## config.mk

```make
export PLATFORM = sky130hd
export DESIGN_NAME = quad_edge_decoder
export DESIGN_NICKNAME = d
export VERILOG_FILES = /design/src/rtl/quad_edge_decoder.sv
export SDC_FILE = /design/constraint.sdc
export NUM_CORES = 1
export LEC_CHECK = 0
export BUFFER_PORTS_ARGS = -buffer_cell sky130_fd_sc_hd__buf_2
export CORE_MARGIN = 8
export CORE_UTILIZATION = 35
export DETAILED_ROUTE_END_ITERATION = 10
export PLACE_DENSITY_LB_ADDON = 0.12
export SLEW_MARGIN = 20
export SYNTH_ARGS = -nofsm -noshare
export SYNTH_HDL_FRONTEND = slang
export SYNTH_SLANG_ARGS = --single-unit
```

## constraint.sdc

```tcl
create_clock -name clk -period 2.9 [get_ports clk]
set_input_delay 0 -clock clk [delete_from_list [all_inputs] [get_ports clk]]
set_output_delay 0 -clock clk [all_outputs]
set_load 0.05 [all_outputs]
```

## src/rtl/quad_edge_decoder.sv

```systemverilog
module quad_edge_decoder #(
  parameter int DIV_W = 4
) (
  input  logic             clk,
  input  logic             rst_n,
  input  logic             enc_a,
  input  logic             enc_b,
  input  logic             enc_z,
  input  logic [1:0]       det_mode,
  input  logic [DIV_W-1:0] div_sel,
  output logic             edge_pulse,
  output logic             dir_cw,
  output logic [2:0]       snap_mon,
  output logic             div_out,
  output logic             seq_err
);

  logic [2:0]       sync1, sync2;
  logic [1:0]       prev_ab, cur_ab, ref_ab;
  logic [DIV_W-1:0] div_cnt;
  logic             one_dir, one_step, illegal, step_cw, allow, hit;

  assign cur_ab   = sync2[2:1];
  assign one_dir  = det_mode[1] ^ det_mode[0];
  assign ref_ab   = one_dir ? snap_mon[2:1] : prev_ab;
  assign one_step = ^(cur_ab ^ ref_ab);
  assign illegal  = &(cur_ab ^ prev_ab);
  assign step_cw  = (ref_ab[1] == cur_ab[0]);
  assign allow    = (det_mode == 2'b01) ? step_cw :
                    (det_mode == 2'b10) ? !step_cw : 1'b1;
  assign hit      = one_step && !illegal && allow;

  always_ff @(posedge clk or negedge rst_n) begin
    if (!rst_n) begin
      sync1   <= '0;
      sync2   <= '0;
      prev_ab <= '0;
    end else begin
      sync1   <= {enc_a, enc_b, enc_z};
      sync2   <= sync1;
      prev_ab <= cur_ab;
    end
  end

  always_ff @(posedge clk or negedge rst_n) begin
    if (!rst_n) begin
      edge_pulse <= 1'b0;
      dir_cw     <= 1'b0;
      snap_mon   <= '0;
      seq_err    <= 1'b0;
    end else begin
      edge_pulse <= hit;
      seq_err    <= seq_err | illegal;
      if (hit) begin
        dir_cw   <= step_cw;
        snap_mon <= sync2;
      end
    end
  end

  always_ff @(posedge clk or negedge rst_n) begin
    if (!rst_n) begin
      div_cnt <= '0;
      div_out <= 1'b0;
    end else if (hit) begin
      if (div_cnt >= div_sel) begin
        div_cnt <= '0;
        div_out <= ~div_out;
      end else begin
        div_cnt <= div_cnt + 1'b1;
      end
    end
  end

  p_err_sticky_r9: assert property (@(posedge clk) disable iff (!rst_n)
    seq_err |=> seq_err);

  p_dir_holds_r3: assert property (@(posedge clk) disable iff (!rst_n)
    !edge_pulse |-> $stable(dir_cw));

  p_snap_holds_r7: assert property (@(posedge clk) disable iff (!rst_n)
    !edge_pulse |-> $stable(snap_mon));

  p_div_on_edge_r8: assert property (@(posedge clk) disable iff (!rst_n)
    !$stable(div_out) |-> edge_pulse);

  p_cw_only_r4: assert property (@(posedge clk) disable iff (!rst_n)
    (edge_pulse && $past(det_mode) == 2'b01) |-> dir_cw);

  p_ccw_only_r5: assert property (@(posedge clk) disable iff (!rst_n)
    (edge_pulse && $past(det_mode) == 2'b10) |-> !dir_cw);

endmodule

```

# Word-level counts from Yosys, hierarchy flattened

Index checks and enable logic that the tools add are counted.

Register bits: 19
Bits of input ports: 11
Output and inout port bits: 7

Add/sub/neg operators: 1
Magnitude comparators: 1
Eq/ne operators: 3
Muxes and demuxes: 4
Bitwise operators: 5
Reductions and logical operators: 7

Operator list:

| operator                                      | count |
|---|---|
| adder 4 x 1 -> 4 bit, second input constant   | 1 |
| >= comparator 4 bit                           | 1 |
| 2-to-1 mux 4 bit                              | 1 |
| AND reduction 2 bit                           | 2 |
| XOR 2 bit                                     | 2 |
| == test 2 x 1 -> 1 bit, second input constant | 1 |
| == test 2 bit, second input constant          | 1 |
| logical AND 1 bit                             | 2 |
| logical NOT 1 bit                             | 2 |
| 2-to-1 mux 1 bit                              | 2 |
| 2-to-1 mux 2 bit                              | 1 |
| XOR reduction 2 bit                           | 1 |
| == test 1 bit                                 | 1 |
| inverter 1 bit                                | 1 |
| bitwise OR 1 bit                              | 1 |
| XOR 1 bit                                     | 1 |

# Depth between registers and ports, before layout

Gate-level depths: netlist of the first run.

Depth in word-level cells: 8
Depth in mapped cells: 8
Gate-level depth less buffers: 7

# Least setup slack after synthesis of the first run

OpenSTA, ideal clock, no wires.

Kind: register to register
Start point: reg snap_mon[2]
End point: reg dir_cw
Library setup time: 125 ps
Arrival: 1796 ps
Data required time: 2775 ps
Setup slack: 978 ps
Stages on the path, launching flop included: 7
Buffers on the path: 1
Path through: dfrtp_1 > mux2i_1 > xor2_1 > and3_4 > o21a_1 > buf_6 > mux2_4

Word-level cells in the longest chain between the ends: 6

Ends and longest elaborated chain:

| item                   | RTL line | text |
|---|---|---|
| from (decl)            | 13       | `output logic [2:0] snap_mon,` |
| from (signal assigned) | 56       | `snap_mon <= sync2;` |
| 2-to-1 mux 2 bit *     | 25       | `assign ref_ab = one_dir ? snap_mon[2:1] : prev_ab;` |
| == test 1 bit          | 28       | `assign step_cw = (ref_ab[1] == cur_ab[0]);` |
| logical NOT 1 bit      | 30       | `(det_mode == 2'b10) ? !step_cw : 1'b1;` |
| 2-to-1 mux 1 bit       | 30       |  |
| 2-to-1 mux 1 bit       | 29       | `assign allow = (det_mode == 2'b01) ? step_cw :` |
| logical AND 1 bit *    | 31       | `assign hit = one_step && !illegal && allow;` |
| via hit                | 21       | `logic one_dir, one_step, illegal, step_cw, allow, hit;` |
| to (signal assigned)   | 55       | `dir_cw <= step_cw;` |
| to (decl)              | 12       | `output logic dir_cw,` |

The timed path passes the listed nets; every way through them passes the cells marked *.
A chain may end at the register's enable or synchronous reset.

# Worst setup path in the final report of the first run

Start point: reg prev_ab[1]
End point: reg snap_mon[0]

Word-level cells in the longest chain between the ends: 6

Ends and longest elaborated chain:

| item                   | RTL line | text |
|---|---|---|
| from (decl)            | 19       | `logic [1:0] prev_ab, cur_ab, ref_ab;` |
| from (signal assigned) | 41       | `prev_ab <= cur_ab;` |
| 2-to-1 mux 2 bit       | 25       |  |
| == test 1 bit          | 28       |  |
| logical NOT 1 bit      | 30       |  |
| 2-to-1 mux 1 bit       | 30       |  |
| 2-to-1 mux 1 bit       | 29       |  |
| logical AND 1 bit *    | 31       |  |

Every way passes the cells marked *; elsewhere a longest branch is shown, timed or not.

==> results of run 1 <==
per-layer routing:
metal  vias to the layer above  wire [um]  track usage [%]
met5                         -          0                0
met4                         0         32             5.60
met3                         4        119             4.03
met2                        13        754             12.4
met1                       268        637             8.18
li1                        287          -                -
state kept, by name (all words and copies together), names as in the netlist:
register,flops
dir_cw,1
div_cnt,4
div_out,1
sync2,3
seq_err,1
sync1,3
edge_pulse,1
snap_mon,3
prev_ab,2
critical path, stage by stage (launching register included):
cell	delay (ns)
dfrtp_1	0.41
mux2i_1	0.17
xor2_1	0.29
and3_4	0.26
o21a_1	0.38
mux2_4	0.34
cell type report:
cell class / count / area share (%)
clock buffers: 3 / 2.10
clock inverters: 1 / 0.467
inverters: 8 / 2.80
multi-input cells: 42 / 35.1
flip-flops and latches: 19 / 44.3
well taps: 30 / 3.50
repair buffers: 21 / 11.7
power by group through the flow:
stage	clock network [uW]	registers, uW	logic, uW
floorplan	0	533	252
finish	128	390	488
global route	149	400	534
detailed placement	0	398	487
global placement	0	398	482
CTS	138	393	493
placed cells by master, fill, tap and decap left out:
master,synthesis,layout
o211ai_1,2,2
o221ai_1,2,2
ha_1,7,7
o2bb2ai_1,1,1
inv_1,8,8
and3_4,1,1
xor2_1,3,3
clkbuf_4,0,3
o21a_1,2,2
nand3_1,2,2
nor3_2,1,1
a21oi_1,2,2
mux2i_1,4,4
buf_2,0,17
dlygate4sd3_1,0,4
mux2_4,4,4
o21ai_0,1,1
dfrtp_1,19,19
xnor2_1,2,2
clkinv_2,0,1
nand2b_1,5,5
nand2_1,3,3
cell families (layout without fill, tap and decap cells):
kind of cell / Yosys count / after routing / share of synthesized area [%]
AND/OR/NAND/NOR: 12 / 12 / 8.26
AO/OA/AOI/OAI: 10 / 10 / 7.98
buffers and inverters: 9 / 33 / 4.62
XOR/XNOR: 5 / 5 / 4.90
adder cells (fa/ha/maj): 7 / 7 / 9.80
multiplexers: 8 / 8 / 11.2
flip-flops: 19 / 19 / 53.2
cell usage after synthesis:
cell	count	area, um^2
inv_1	8	30.0
dfrtp_1	19	475
o2bb2ai_1	1	8.76
buf_6	1	11.3
nand2_1	3	11.3
and3_4	1	11.3
nor3_2	1	10.0
o221ai_1	2	17.5
mux2_4	4	60.1
a21oi_1	2	10.0
o211ai_1	2	15.0
o21a_1	2	15.0
xor2_1	3	26.3
xnor2_1	2	17.5
ha_1	7	87.6
nand3_1	2	10.0
mux2i_1	4	40.0
o21ai_0	1	5.00
nand2b_1	5	31.3
final timing paths:
path | start | endpoint | slack [ns]
min | rst_n | div_cnt[2] | 0.16
max | prev_ab[1] | snap_mon[0] | 0.94
min reg2reg | sync1[2] | sync2[2] | 0.36
max in group asynchronous | rst_n | sync1[0] | 2.44
min in group clk | div_sel[3] | div_cnt[1] | 0.32
max reg2reg | prev_ab[1] | snap_mon[0] | 0.94
through the flow:
stage	cells	hold slack, ns	instance area [um^2]
2_1_floorplan	70	-0.296	893
3_3_place_gp	116	-0.0406	1000
3_5_place_dp	116	-0.0385	1000
4_1_cts	124	0.163	1070
5_1_grt	124	0.187	1070
6_report	124	0.161	1070
what timing repair did:
item                                   in CTS  in global routing
endpoints found under the hold margin      22                  0
gates resized for setup                     0                  0
hold buffers                                4                  0
==> impl_metrics.ini, run 1 <==
[worst_setup_path]
cp-start-kind = flop
critPathKind = reg2reg
crit_arrival_ns = 2.14
worstSetupEndpointType = flop
worstPathRequired_ns = 3.08
r2r_cells = 5
cp_max_fo = 8

[status]
run_status = finished, final reports clean

[cts]
insertion_delay_ns = 0.29
cts_tree = done
h-tree-depth = 1
clockBufferDepth = 2
cts_setup_buffers = 0
cts.sinks = 19
numCtsBuffers = 3
root_buffer = clkbuf_4
path_clk_slew_ns = 0.11

[timing]
finalCritPeriodShare_pct = 67.5
slew_headroom_pct = 71.5
setup-tns-final_ns = 0
finalSetupViolCount = 0
finClkSkew_ns = 0.00770
rsz0062_at_grt = no
timing.fmax_mhz = 511
fin_ws_ns = 0.943
hold_viol_final = 0
period_minus_slack_ns = 1.96
worst_pin_slew_ns = 0.427
drv_slew = 0

[floorplanning]
dieArea_um2 = 4420
fp.dieH_um = 66.5
die_x_um = 66.5
pin_count = 18
placement_rows = 18
core_um2 = 2450
initial_core_util_pct = 36.4

[logic_synthesis]
ys_types = 19
syn_area_um2 = 893
yosysWarnings = 0
syn-num-nets = 88
syn_area_per_cell_um2 = 12.8
ys_seq_area_share_pct = 53.2
ys_seq_elements = 19
syn_inst = 70

[layout]
drive_above_1_share_pct = 28.7
utilization_pct = 43.7
fill_cells = 238
multi_input_comb_area_um2 = 377
area_growth_pct = 20.0
regArea_um2 = 475
fin_nets = 113
diodes = 0

[power_and_ir_drop]
p_leak_uw = 0.000528
p_int_uw = 576
p_sw_share_pct = 42.7
seqPwrFrac_pct = 38.8
power_density_nw_per_um2 = 939
comb_power_share_pct = 48.4
p_sw_uw = 430
clkPwrFrac_pct = 12.8
power.total_uw = 1010
ir_drop_mv = 0.468

[worst_hold_path]
holdCritPathClass = in2async

[detailed_routing]
drt-pass1-iter-count = 3
wire_per_inst_um = 12.5
vias_per_cell = 4.61
wl_mm = 1.54
route.detailed.drc = 0
drtAntennaViolNets = 0
drtIter0Drc = 4
vias = 572

[placement]
pre_cts_ws_ns = 0.809
numPortBuffers = 17
dp_hpwl_mm = 1.20
globalplace.congestion = 0.702

[global_route]
antenna_found_initial = 0
globalRouteTotalUtil_pct = 7.98
grt_pass1_wl_mm = 2.68
grt-ovfl-total = 0
grt_max_degree = 20
grt_pass1_vias = 608

[job]
maxCapViolations = 0
No activity file was read; power rests on OpenSTA's default activity.
==> inputs of run 2 (changes only) <==
==> constraint.sdc (replaced) <==
create_clock -name clk -period 1.8 [get_ports clk]
set_input_delay 0 -clock clk [delete_from_list [all_inputs] [get_ports clk]]
set_output_delay 0 -clock clk [all_outputs]
set_load 0.05 [all_outputs]
==> run 2 against run 1 <==
  * Total power is 73% higher
  * Register-to-register slack worse by 0.90 ns
  * Utilization increased by 3.0 points
  * First-iteration DRC count is 75% higher
  * Worst setup slack got worse by 0.90 ns
  * Via count is 4.7% higher
  * Critical path depth is 1 higher
  * Flip-flop and latch count is the same
  * Wire length up 4.0%
  * Critical path type unchanged
  * Largest cell class unchanged
==> impl_metrics.ini, run 2 (synthesized netlist as in run 1, its figures left out) <==
[status]
run_status = finished, final reports clean

[power_and_ir_drop]
ir_drop_mv = 1.00
power_density_nw_per_um2 = 1520
p_sw_share_pct = 41.6
p_leak_uw = 0.000567
comb_power_share_pct = 50.9
p_sw_uw = 726
seqPwrFrac_pct = 36.5
p_int_uw = 1020
clkPwrFrac_pct = 12.7

[layout]
layoutNonFillerInstCount = 133
design_area_um2 = 1140
regMostFlops = div_cnt
diodes = 0
largest_reg_flops = 4
fin_nets = 122
fill_cells = 241
drive_above_1_share_pct = 36.9
layout_common_cells = 17 x dfrtp_1, 17 x buf_2, 9 x buf_4, 8 x inv_1, 7 x ha_1
area_growth_pct = 28.2

[detailed_routing]
drtAntennaViolNets = 0
wire_per_inst_um = 12.1
drt-pass1-iter-count = 3
wl_mm = 1.61
route.detailed.drc = 0
drtIter0Drc = 7
vias = 599
vias_per_cell = 4.50

[placement]
numPortBuffers = 17
dp_hpwl_mm = 1.20
globalplace.congestion = 0.728
dp_cells = 121
place_area_um2 = 1040

[global_route]
grt-ovfl-total = 0
grt_max_degree = 20
grt_pass1_vias = 590
antenna_found_initial = 0
grt_pass1_wl_mm = 2.62
globalRouteTotalUtil_pct = 7.87

[cts]
path_clk_slew_ns = 0.11
root_buffer = clkbuf_4
insertion_delay_ns = 0.30
numCtsBuffers = 3
cts_tree = done
clockBufferDepth = 2
h-tree-depth = 1
cts.sinks = 19
cts_resized = 0

[worst_setup_path]
worstPathRequired_ns = 1.99
cp-start-kind = flop
critPathKind = reg2reg
reg2reg_slack_ns = 0.05
r2r-end = snap_mon[1]
reg2reg_from = snap_mon[2]
r2r_cells = 6
crit_arrival_ns = 1.95
worstSetupEndpointType = flop
cp_max_fo = 4

[timing]
period_minus_slack_ns = 1.75
drv_slew = 0
rsz0062_at_grt = yes
finClkSkew_ns = 0.00397
hold_viol_final = 0
timing.fmax_mhz = 570
finalCritPeriodShare_pct = 97.4
slew_headroom_pct = 71.6
worst_pin_slew_ns = 0.427
finalSetupViolCount = 0

[floorplanning]
die_x_um = 66.5
initial_core_util_pct = 36.4
placement_rows = 18
pin_count = 18
fp.dieH_um = 66.5
core_um2 = 2450
dieArea_um2 = 4420

[worst_hold_path]
holdCritPathClass = in2async

[job]
maxCapViolations = 0
run 2: changes by cell type in the layout (fill, tap and decap cells not counted):
| cell | previous run | this run |
|---|---|---|
| dfrtp_2 | 0 | 2 |
| clkinv_2 | 1 | 0 |
| buf_4 | 0 | 9 |
| dfrtp_1 | 19 | 17 |
| clkinvlp_4 | 0 | 1 |
run 2: metal layers:
metal | GRT usage, % | wire length (um) | vias to the layer above
li1 | - | - | 306
met1 | 8.86 | 700 | 279
met2 | 11.8 | 783 | 12
met3 | 4.19 | 108 | 2
met4 | 4.00 | 14 | 0
met5 | 0 | 0 | -
run 2: worst max-delay path by stage:
stage                      from          end  slack (ns)  cells after the start
finish              snap_mon[2]  snap_mon[1]        0.05                      6
global route        snap_mon[2]  snap_mon[1]       -0.05                      6
detailed placement  det_mode[0]  snap_mon[1]       -0.07                      9
floorplan           snap_mon[2]  snap_mon[1]       -0.02                      6
global placement    det_mode[0]  snap_mon[2]       -0.04                      9
CTS                 snap_mon[2]  snap_mon[1]        0.01                      6
run 2: critical path, cell delays in order (launching register included):
cell,delay [ns]
dfrtp_2,0.43
mux2i_1,0.16
xor2_1,0.27
and3_4,0.23
o21a_1,0.12
buf_4,0.14
mux2_4,0.30
run 2: power by group through the flow:
stage / Sequential [uW] / Combinational [uW] / Clock (uW)
final: 636 / 888 / 221
after global routing: 652 / 968 / 251
after CTS: 641 / 841 / 236
after detailed placement: 649 / 831 / 0
after global placement: 649 / 827 / 0
after floorplan: 864 / 407 / 0
run 2: what timing repair did:
action	in CTS	in global routing
endpoints found under the setup margin	0	6
setup buffers	0	4
hold buffers	4	0
hold endpoints to repair	22	0
run 2: cell type report:
type | count | area, um^2 | share of cell area [%]
timing repair buffer | 30 | 193 | 16.8
tap | 30 | 37.5 | 3.28
inverter | 8 | 30.0 | 2.62
multi-input combinational | 42 | 377 | 32.9
clock inverter | 1 | 7.51 | 0.656
clock buffer | 3 | 22.5 | 1.97
sequential | 19 | 478 | 41.7
run 2: through the flow:
stage | setup WS, ns | TNS (ns) | power (uW) | utilization (%) | hold WS [ns]
4_1_cts | 0.0124 | 0 | 1720 | 45.4 | 0.156
2_1_floorplan | -0.0198 | -0.0766 | 1270 | - | -0.296
3_5_place_dp | -0.0725 | -0.254 | 1480 | 42.6 | -0.0418
3_3_place_gp | -0.0366 | -0.122 | 1480 | 42.6 | -0.0396
6_report | 0.0460 | 0 | 1750 | 46.6 | 0.160
5_1_grt | -0.0547 | -0.206 | 1870 | 46.6 | 0.191
==> inputs of run 3 (changes only) <==
==> constraint.sdc (replaced) <==
create_clock -name clk -period 1.5 [get_ports clk]
set_input_delay 0 -clock clk [delete_from_list [all_inputs] [get_ports clk]]
set_output_delay 0 -clock clk [all_outputs]
set_load 0.05 [all_outputs]
==> run 3 against run 2 <==
  * The flow now finishes with violations (negative setup slack)
  * Largest cell class unchanged
  * Total power grew 27%
  * Register-to-register slack lost 0.27 ns
  * Non-clock buffer count grew 11
  * Via count grew 6.3%
  * Worst hold slack lost 0.0079 ns
  * Flip-flop and latch count is the same
  * Largest power group unchanged
  * Wire length grew 2.9%
  * Critical endpoint unchanged
  * Highest routed layer unchanged
  * Global-route usage grew 0.81 points
  * Fmax grew 1.8%
  * Final cell count grew 8.3%
  * Sequential share of layout area shrank 2.9 points
==> impl_metrics.ini, run 3 (synthesized netlist as in run 1, its figures left out) <==
[layout]
diodes = 0
fin_nets = 133
drive_above_1_share_pct = 43.0
regMostFlops = div_cnt
final_common_cell = buf_4
largest_reg_flops = 4
fill_cells = 228
layout_common_cells = 19 x buf_4, 17 x dfrtp_1, 17 x buf_2, 8 x inv_1, 7 x ha_1
regArea_um2 = 478
area_growth_pct = 37.8
multi_input_comb_area_um2 = 380

[placement]
dp_hpwl_mm = 1.30
numPortBuffers = 17
globalplace.congestion = 0.723

[timing]
whs_ns = 0.152
worst_pin_slew_ns = 0.421
fin_ws_ns = -0.222
period_minus_slack_ns = 1.72
drv_slew = 0
finalCritPeriodShare_pct = 115
slew_headroom_pct = 72.0
rsz0062_at_grt = yes
hold_viol_final = 0
finClkSkew_ns = 0.00832
finalSetupViolCount = 9
timing.fmax_mhz = 581

[worst_hold_path]
holdCritPathClass = in2async

[worst_setup_path]
r2r-end = snap_mon[1]
reg2reg_slack_ns = -0.22
cp-start-kind = flop
worstSetupEndpointType = flop
r2r_cells = 6
critPathKind = reg2reg
cp_max_fo = 3
startpoint = snap_mon[2]
worstPathRequired_ns = 1.68
crit_arrival_ns = 1.90
reg2reg_from = snap_mon[2]

[cts]
root_buffer = clkbuf_4
h-tree-depth = 1
cts_tree = done
path_clk_slew_ns = 0.11
cts.sinks = 19
insertion_delay_ns = 0.30
numCtsBuffers = 3
clockBufferDepth = 2

[floorplanning]
initial_core_util_pct = 36.4
pin_count = 18
core_um2 = 2450
fp.dieH_um = 66.5
die_x_um = 66.5
dieArea_um2 = 4420
placement_rows = 18

[global_route]
grt_pass1_wl_mm = 2.87
globalRouteTotalUtil_pct = 8.67
antenna_found_initial = 0
grt_max_degree = 20
grt_pass1_vias = 677
grt-ovfl-total = 0

[detailed_routing]
wl_mm = 1.65
vias_per_cell = 4.42
route.detailed.drc = 0
vias = 637
wire_per_inst_um = 11.5
drt-pass1-iter-count = 2
drtIter0Drc = 7
drtAntennaViolNets = 0

[status]
violations = negative setup slack
run_status = finished with violations

[power_and_ir_drop]
power_density_nw_per_um2 = 1790
power.total_uw = 2210
p_leak_uw = 0.000623
ir_drop_mv = 1.06

[job]
maxCapViolations = 0
[run 3: changes by cell type in the layout (fill, tap and decap cells not counted), sizes merged]
cell,change
buf,+11
clkbuf,+1
clkinvlp,-1
[run 3: power breakdown]
part	internal [uW]	switching (uW)	total (uW)
combinational	571	642	1210
sequential	657	80.6	738
clock	103	154	257
[run 3: worst max path at each step]
stage	to	slack, ns	cells after the start
after floorplan	snap_mon[1]	-0.32	6
after global placement	snap_mon[2]	-0.31	9
after detailed placement	snap_mon[0]	-0.36	9
after CTS	snap_mon[2]	-0.24	6
after global routing	snap_mon[0]	-0.30	6
final	snap_mon[1]	-0.22	6
[run 3: final cells by class]
type	count	share of cell area, %
Clock buffer	4	2.13
Inverter	8	2.44
Multi-Input combinational cell	42	30.9
Sequential cell	19	38.8
Tap cell	30	3.05
Timing Repair Buffer	41	22.7
[run 3: stage by stage]
| step | setup slack, ns | utilization [%] | cell area (um^2) | setup TNS, ns | cells |
|---|---|---|---|---|---|
| after CTS | -0.241 | 50.2 | 1230 | -1.75 | 144 |
| after global placement | -0.315 | 46.2 | 1130 | -2.39 | 133 |
| after detailed placement | -0.364 | 46.2 | 1130 | -2.83 | 133 |
| final | -0.222 | 50.2 | 1230 | -1.52 | 144 |
| after floorplan | -0.320 | - | 896 | -1.72 | 70 |
| after global routing | -0.300 | 50.2 | 1230 | -2.32 | 144 |
[run 3: routing by layer]
layer / global-route usage, % / wire, um
met4: 5.60 / 37
met1: 9.37 / 757
met3: 3.52 / 100
met5: 0 / 0
met2: 13.8 / 756
[run 3: what timing repair did]
action / CTS / global route
setup endpoints to repair: 9 / 9
pin swaps: 4 / 7
resized for setup: 2 / 0
hold buffers: 4 / 0
buffers inserted: 3 / 0
endpoints found under the hold margin: 22 / 0
[run 3: worst max-delay path, cell delays in order, from the launching register on]
cell and delay [ns]:
dfrtp_2 0.42, mux2i_1 0.15, xor2_1 0.27, and3_4 0.22, o21a_1 0.13, buf_4 0.13
mux2_4 0.29
